**src/rtl/cop_hs_pkg.sv**
```systemverilog
package cop_hs_pkg;

  typedef enum logic [1:0] {
    HS_ABSENT = 2'b00,
    HS_WAIT   = 2'b01,
    HS_GO     = 2'b10,
    HS_LAST   = 2'b11
  } hs_e;

  typedef enum logic [2:0] {
    ST_IDLE = 3'd0,
    ST_EXEC = 3'd1,
    ST_XFER = 3'd2,
    ST_DONE = 3'd3,
    ST_TRAP = 3'd4
  } st_e;

  // meaning of the handshake code for the current cycle
  typedef struct packed {
    logic trap;        // absent while stalled
    logic stall;       // wait, no interrupt
    logic abort;       // wait with interrupt
    logic launch;      // go or last while stalled
    logic first_final; // the first transfer is also the last
    logic more;        // during a transfer: another non-final one follows
  } hs_dec_t;

endpackage

```
**src/rtl/cop_hs_decode.sv**
```systemverilog
module cop_hs_decode
  import cop_hs_pkg::*;
(
  input  logic [1:0] hs_i,
  input  logic       irq_i,
  output hs_dec_t    dec_o
);

  hs_e code;
  assign code = hs_e'(hs_i);

  always_comb begin
    dec_o             = '0;
    dec_o.trap        = (code == HS_ABSENT);
    dec_o.stall       = (code == HS_WAIT) && !irq_i;
    dec_o.abort       = (code == HS_WAIT) &&  irq_i;
    dec_o.launch      = (code == HS_GO) || (code == HS_LAST);
    dec_o.first_final = (code == HS_LAST);
    dec_o.more        = (code == HS_GO);
  end

endmodule

```
**src/rtl/cop_hs_fsm.sv**
```systemverilog
module cop_hs_fsm
  import cop_hs_pkg::*;
(
  input  logic    clk,
  input  logic    rst_n,
  input  logic    start_i,
  input  hs_dec_t dec_i,
  output st_e     st_o,
  output logic    final_o
);

  st_e  st_q, st_d;
  logic fin_q, fin_d;

  always_comb begin
    st_d  = st_q;
    fin_d = fin_q;
    unique case (st_q)
      ST_IDLE: begin
        fin_d = 1'b0;
        if (start_i) st_d = ST_EXEC;
      end
      ST_EXEC: begin
        if (dec_i.trap)        st_d = ST_TRAP;
        else if (dec_i.abort)  st_d = ST_IDLE;
        else if (dec_i.launch) begin
          st_d  = ST_XFER;
          fin_d = dec_i.first_final;
        end
        else if (dec_i.stall)  st_d = ST_EXEC;
      end
      ST_XFER: begin
        if (fin_q) begin
          st_d  = ST_DONE;
          fin_d = 1'b0;
        end else begin
          fin_d = !dec_i.more;
        end
      end
      ST_DONE: st_d = ST_IDLE;
      ST_TRAP: st_d = ST_IDLE;
      default: st_d = ST_IDLE;
    endcase
  end

  always_ff @(posedge clk or negedge rst_n) begin
    if (!rst_n) begin
      st_q  <= ST_IDLE;
      fin_q <= 1'b0;
    end else begin
      st_q  <= st_d;
      fin_q <= fin_d;
    end
  end

  assign st_o    = st_q;
  assign final_o = fin_q;

endmodule

```
**src/rtl/cop_hs_addr.sv**
```systemverilog
module cop_hs_addr #(
  parameter int AW   = 32,
  parameter int STEP = 4
) (
  input  logic          clk,
  input  logic          rst_n,
  input  logic          load_i,
  input  logic [AW-1:0] base_i,
  input  logic          adv_i,
  output logic [AW-1:0] addr_o
);

  localparam logic [AW-1:0] INC = AW'(STEP);

  function automatic logic [AW-1:0] next_addr(input logic [AW-1:0] cur);
    return cur + INC;
  endfunction

  logic [AW-1:0] addr_q;

  always_ff @(posedge clk or negedge rst_n) begin
    if (!rst_n)      addr_q <= '0;
    else if (load_i) addr_q <= base_i;
    else if (adv_i)  addr_q <= next_addr(addr_q);
  end

  assign addr_o = addr_q;

endmodule

```
**src/rtl/cop_hs_ctrl.sv**
```systemverilog
module cop_hs_ctrl
  import cop_hs_pkg::*;
#(
  parameter int AW   = 32,
  parameter int STEP = 4
) (
  input  logic          clk,
  input  logic          rst_n,
  input  logic          start_i,
  input  logic [AW-1:0] base_addr_i,
  input  logic [1:0]    hs_i,
  input  logic          irq_i,
  output logic          pass_o,
  output logic          mreq_n_o,
  output logic [AW-1:0] addr_o,
  output logic          undef_o,
  output logic          done_o
);

  hs_dec_t dec;
  st_e     st;
  logic    fin;

  // named events for the checker
  logic in_exec, xfer_fire, abort_take, load_base;

  cop_hs_decode u_dec (
    .hs_i  (hs_i),
    .irq_i (irq_i),
    .dec_o (dec)
  );

  cop_hs_fsm u_fsm (
    .clk     (clk),
    .rst_n   (rst_n),
    .start_i (start_i),
    .dec_i   (dec),
    .st_o    (st),
    .final_o (fin)
  );

  assign in_exec    = (st == ST_EXEC);
  assign xfer_fire  = (st == ST_XFER);
  assign abort_take = in_exec && dec.abort;
  assign load_base  = (st == ST_IDLE) && start_i;

  cop_hs_addr #(.AW(AW), .STEP(STEP)) u_addr (
    .clk    (clk),
    .rst_n  (rst_n),
    .load_i (load_base),
    .base_i (base_addr_i),
    .adv_i  (xfer_fire),
    .addr_o (addr_o)
  );

  assign pass_o   = in_exec || xfer_fire;
  assign mreq_n_o = !xfer_fire;
  assign undef_o  = (st == ST_TRAP);
  assign done_o   = (st == ST_DONE) && !fin;

endmodule

```
**config.mk**
```make
export PLATFORM = sky130hd
export DESIGN_NAME = cop_hs_ctrl
export DESIGN_NICKNAME = d
export VERILOG_FILES = /design/src/rtl/cop_hs_pkg.sv /design/src/rtl/cop_hs_decode.sv /design/src/rtl/cop_hs_fsm.sv /design/src/rtl/cop_hs_addr.sv /design/src/rtl/cop_hs_ctrl.sv
export SDC_FILE = /design/constraint.sdc
export NUM_CORES = 1
export LEC_CHECK = 0
export BUFFER_PORTS_ARGS = -buffer_cell sky130_fd_sc_hd__buf_2
export CAP_MARGIN = 20
export CORE_UTILIZATION = 54
export CTS_CLUSTER_SIZE = 25
export DETAILED_ROUTE_END_ITERATION = 8
export PLACE_DENSITY = 0.9
export SYNTH_ARGS = -nofsm -noshare
export SYNTH_HDL_FRONTEND = slang
export SYNTH_SLANG_ARGS = --single-unit
```
**constraint.sdc**
```tcl
create_clock -name clk -period 2.8 [get_ports clk]
set_input_delay 0.56 -clock clk [delete_from_list [all_inputs] [get_ports clk]]
set_output_delay 0.56 -clock clk [all_outputs]
set_load 0.02 [all_outputs]
```
=== Yosys cells after proc, flatten, opt, wreduce, memory -nomap -nowiden ===
Cells that the tools add are included.

* Add/sub/neg operators: 1
* Equality and inequality tests: 13
* Reductions and logical operators: 16
* Muxes and demuxes: 14

{| class="wikitable"
|+ Operators with widths
! cell !! count
|-
| 2-to-1 mux 32 bit || 2
|-
| adder 32 x 3 -> 32 bit (second input constant) || 1
|-
| 2-to-1 mux 3 bit || 6
|-
| one-hot mux 3 bit (3 select lines) || 1
|-
| inequality test 2 bit (second input constant) || 4
|-
| == test 3 x 2 -> 1 bit (second input constant) || 2
|-
| inequality test 5 bit (second input constant) || 1
|-
| == test 2 bit (second input constant) || 2
|-
| logical AND 1 bit || 4
|-
| logical NOT 1 bit || 4
|-
| 2-to-1 mux 1 bit || 4
|-
| AND reduction 4 bit || 1
|-
| == test 3 x 1 -> 1 bit (second input constant) || 1
|-
| == test 3 bit (second input constant) || 1
|-
| logical NOT 3 bit || 1
|-
| one-hot mux 1 bit (3 select lines) || 1
|-
| AND reduction 3 bit || 1
|-
| nonzero test 3 bit || 1
|-
| == test 2 x 1 -> 1 bit (second input constant) || 1
|-
| logical NOT 2 bit || 1
|-
| logical OR 1 bit || 2
|-
| inequality test 2 x 1 -> 1 bit (second input constant) || 1
|-
| nonzero test 2 bit || 1
|}

* Input bits: 38
* Word-level logic and storage cells: 47
* Output and inout port bits: 36
* Flip-flop bits (word level): 36

=== Logic depth before layout (Yosys ltp) ===
* Depth in word-level cells: 7
* Gate-level depth with buffers: 7
* Depth with buffers taken out: 7

=== Hierarchy ===
Synthesis repeated with hierarchy kept, for this count alone.

* Cell total of the unflattened synthesis: 235
* Area, all modules: 2135.8 sq um

{| class="wikitable"
|+ Modules (own cells, without submodules)
! module !! seq. area each (sq um) !! cells each !! instances !! area an instance (sq um)
|-
| cop_hs_addr || 800.8 || 200 || 1 || 1820.5
|-
| cop_hs_fsm || 100.1 || 20 || 1 || 224.0
|-
| cop_hs_ctrl || 0.0 || 9 || 1 || 51.3
|-
| cop_hs_decode || 0.0 || 6 || 1 || 40.0
|}

=== Least setup slack after synthesis ===
OpenSTA, ideal clock, no wires.

* Kind: register to register
* Start point: reg u_addr.addr_q[7] (netlist: u_addr.addr_o[7])
* End point: reg u_addr.addr_q[27] (netlist: u_addr.addr_o[27])
* Path buffers: 1
* Stages on the path, launching flop included: 7
* Clock period less this slack: 1.810 ns
* Library setup time: 0.070 ns
* Arrival time: 1.740 ns
* Required time: 2.730 ns
* Slack: 0.990 ns
* Cells stage by stage: dfrtp_1 > buf_2 > nand4_1 > nor4_4 > nand2_2 > or4_1 > nand3_1

* Cells in the longest elaborated chain, start to end: 3

{| class="wikitable"
|+ RTL lines
! what !! line !! RTL
|-
| from (decl) || cop_hs_addr.sv:19 || <nowiki>logic [AW-1:0] addr_q;</nowiki>
|-
| from (signal assigned) || cop_hs_addr.sv:23 || <nowiki>else if (load_i) addr_q <= base_i;</nowiki>
|-
| from (signal assigned) || cop_hs_addr.sv:24 || <nowiki>else if (adv_i) addr_q <= next_addr(addr_q);</nowiki>
|-
| adder 32 x 3 -> 32 bit || cop_hs_addr.sv:16 || <nowiki>return cur + INC;</nowiki>
|-
| 2-to-1 mux 32 bit || cop_hs_addr.sv:24 ||
|-
| 2-to-1 mux 32 bit || cop_hs_addr.sv:23 ||
|}

Every way passes these cells. The select of a mux whose other input is x is not followed.
A chain may end at the register's enable or synchronous reset.

=== Worst setup path after layout ===
* Start point: reg u_fsm.st_q[0] (netlist: u_fsm.st_o[0])
* End point: out mreq_n_o

* Cells in the longest elaborated chain, start to end: 2

{| class="wikitable"
|+ RTL lines
! what !! line !! RTL
|-
| from (decl) || cop_hs_fsm.sv:12 || <nowiki>st_e st_q, st_d;</nowiki>
|-
| from (signal assigned) || cop_hs_fsm.sv:51 || <nowiki>st_q <= st_d;</nowiki>
|-
| == test 3 x 2 -> 1 bit || cop_hs_ctrl.sv:43 || <nowiki>assign xfer_fire = (st == ST_XFER);</nowiki>
|-
| logical NOT 1 bit || cop_hs_ctrl.sv:57 || <nowiki>assign mreq_n_o = !xfer_fire;</nowiki>
|-
| to (decl) || cop_hs_ctrl.sv:14 || <nowiki>output logic mreq_n_o,</nowiki>
|}

Every way passes these cells.

==> metrics <==
Sequential Power Share 36.7%; crit-path max FO 15; Die H 65.4 microns; 1st-iter DRT viols 175; status completed; WL final 5.66 mm; I/O pin total 74; Async SR Flop Fraction 100%; htree depth 2; Tcrit/Tclk final 85.2%; PostCTS Resize Cnt 0; Buffers on Ports 73; Clk network pwr share 15.0%; Avg WL per Cell 15.6 microns; die width 65.4 microns; library cells used by synthesis 52; Peak VDD IR 705 uV; Mapped Nets 283; RSZ-0062 raised after global routing false; Clock Sink Count 36; core footprint 0.00374 sq mm; Rows 22; Final nets around 350; crit path cell chain nand2b_2, nor2_8, inv_1, buf_2; Clock transition at path regs about 0.070 ns; Setup-failing EPs final 0; Mapped Area 0.00217 sq mm; diode count 0; vias in the first global route between 2k and 2.5k; GRT Total Usage ~29%; crit path capture type output port; min-delay worst type in2async; CTS Buf Count 5; Die ar. 0.00428 sq mm; TNS Setup 0 ns; final hold violations 0; Synth area leader dfrtp_1; first-pass GRT wire length 9.36 mm; hold_buf cts 0; Multi-input gate area 0.00119 sq mm; combinational power share 48.4%; Design Area, Final 0.00268 sq mm; CP Launch Point u_fsm.st_o[0]; area grow syn2layout 23.4%; Critical Path RT 2.24 ns; post-synth top area share between 40% and 50%; MaxCap Viol Count 0; commonest non-fill, non-tap cell in the layout buf_2; CTS root buffer clkbuf_8; number of synthesized flops with an enable pin 0; Via density approximately 6.2; Setup CP Type reg2out; GPL Wtd Cong 0.884; initial core utilization 58.0%; CTS max path bufs 2; Synth Flop Type dfrtp_1; synthesized instance count 244; initial antenna violation count 0; setup bufs post-CTS 0; DRC 0; largest net degree at the start of global routing 37; actual slew at the worst max-slew pin 0.813 ns; Vias ~2.3k; layout cell share with drive strength beyond 1 29.7%; Min Clock Period, post-route 2.39 ns; Final Max Tran Viols 0; worst rel slew slack 45.8%; cells on worst reg2reg path 7; RR Startpoint u_fsm.st_o[0]; Startpoint Class flop; Yosys reg bits 36; P_sw 1.44 mW; crit path DAT 1.83 ns; Pleak 1.20 nW; gr ovfl total 0; Layout Skew ~0.0054 ns; Mean Syn Cell Area between 8 and 9 sq um; Fmax 419 MHz; CTS tree built; Sequential Area ~900 sq um; Antenna Violating Nets Remaining 0; Final HPWL DP 4.07 mm; Filler Cells Inserted between 300 and 400; Int Power 1.55 mW; slowest stage delay, CP 0.54 ns; r2r setup slk 0.56 ns; clk_lat worst skew 0.29 ns; PwrDens 1120 mW/mm^2; sequential area share after synthesis 41.5%; DP Area 0.00257 sq mm; drt first pass iters 5; CP max stage cell dfrtp_1; top cells by area, synth dfrtp_1 (42%), nand2_1 (6.6%), o21ai_0 (4.2%), nand4_1 (3.5%), nand3_1 (3.2%); r2r endpoint u_addr.addr_o[15]; Syn. warnings 0; switching share of power around half; most frequent cells in the layout buf_2 (73), nand2_1 (38), dfrtp_1 (36)
==> worst max-delay path, delay by kind of cell, from the launching register on <==
| family | cells | cell delay (ns) |
|---|---|---|
| flops | 1 | 0.54 |
| buf+inv | 2 | 0.66 |
| simple gates | 2 | 0.33 |
==> power groups by stage <==
| stage | registers (mW) | clock network, mW | logic, mW |
|---|---|---|---|
| 6_report | 1.10 | 0.448 | 1.45 |
| 5_1_grt | 1.13 | 0.480 | 1.59 |
| 4_1_cts | 1.08 | 0.455 | 1.44 |
| 3_5_place_dp | 1.09 | 0 | 1.44 |
| 3_3_place_gp | 1.07 | 0 | 1.40 |
| 2_1_floorplan | 1.23 | 0 | 0.817 |
==> cells in the mapped netlist (2+ instances only) <==
library cell  number
a211oi_1           2
a21oi_1            6
a221oi_1           2
a222oi_1           3
a22oi_1            5
a311oi_1           4
a31o_2             2
a31oi_1            2
and2_1             2
and3_1             2
and4_1             4
buf_2              9
clkbuf_1           3
dfrtp_1           36
inv_1              7
mux2i_1            4
nand2_1           38
nand2b_1           3
nand3_1           14
nand4_1           12
nor2_1            17
nor3_1             5
nor4_1             3
o211ai_1           2
o21a_1             2
o21ai_0           18
o22ai_1            2
o311ai_0           5
xnor2_1            2
xor2_1             6
==> cell type report <==
type	count	share of cell area, %
Sequential cell	36	33.6
Inverter	7	0.981
Multi-Input combinational cell	189	44.6
Tap cell	48	2.24
Timing Repair Buffer	76	14.5
Clock inverter	2	1.31
Clock buffer	6	2.71
==> cell families after synthesis <==
| kind of cell | after synthesis | synth area share (%) |
|---|---|---|
| and+or+nand+nor | 112 | 28.2 |
| AOI/OAI and AO/OA | 64 | 20.8 |
| DFF | 36 | 41.5 |
| buffers and inverters | 19 | 3.81 |
| xor gates and xnor gates | 8 | 3.23 |
| muxes | 4 | 1.85 |
| adders and majority gates | 1 | 0.577 |
==> how the worst max path moves through the flow <==
stage	end	cells after the start	slack, ns
global route	mreq_n_o	4	0.29
finish	mreq_n_o	4	0.41
floorplan	u_addr.addr_o[27]	6	0.99
global placement	u_addr.addr_o[9]	7	0.67
detailed placement	u_addr.addr_o[15]	7	0.58
CTS	mreq_n_o	4	0.41
==> registers in the layout (all words and copies together), names as in the netlist <==
register / cells
u_addr.addr_o: 32
u_fsm.final_o: 1
u_fsm.st_o: 3
==> per-layer routing <==
| layer | wire [microns] | track usage [%] | vias to the layer above |
|---|---|---|---|
| met5 | 0 | 0 | - |
| met4 | 147 | 13.0 | 0 |
| li1 | - | - | 1070 |
| met2 | 2620 | 46.0 | 120 |
| met3 | 466 | 7.47 | 17 |
| met1 | 2430 | 36.4 | 1066 |
==> stage by stage <==
step | std cells | total power [mW] | hold slack (ns) | setup slack (ns) | utilization [%]
after floorplan | 244 | 2.05 | 0.264 | 0.990 | -
after global placement | 356 | 2.47 | 0.452 | 0.672 | 68.6
after detailed placement | 356 | 2.53 | 0.470 | 0.578 | 68.6
after CTS | 364 | 2.98 | 0.386 | 0.414 | 71.5
after global routing | 364 | 3.20 | 0.423 | 0.290 | 71.5
final | 364 | 2.99 | 0.352 | 0.415 | 71.5
(Power assumes the default switching activity.)
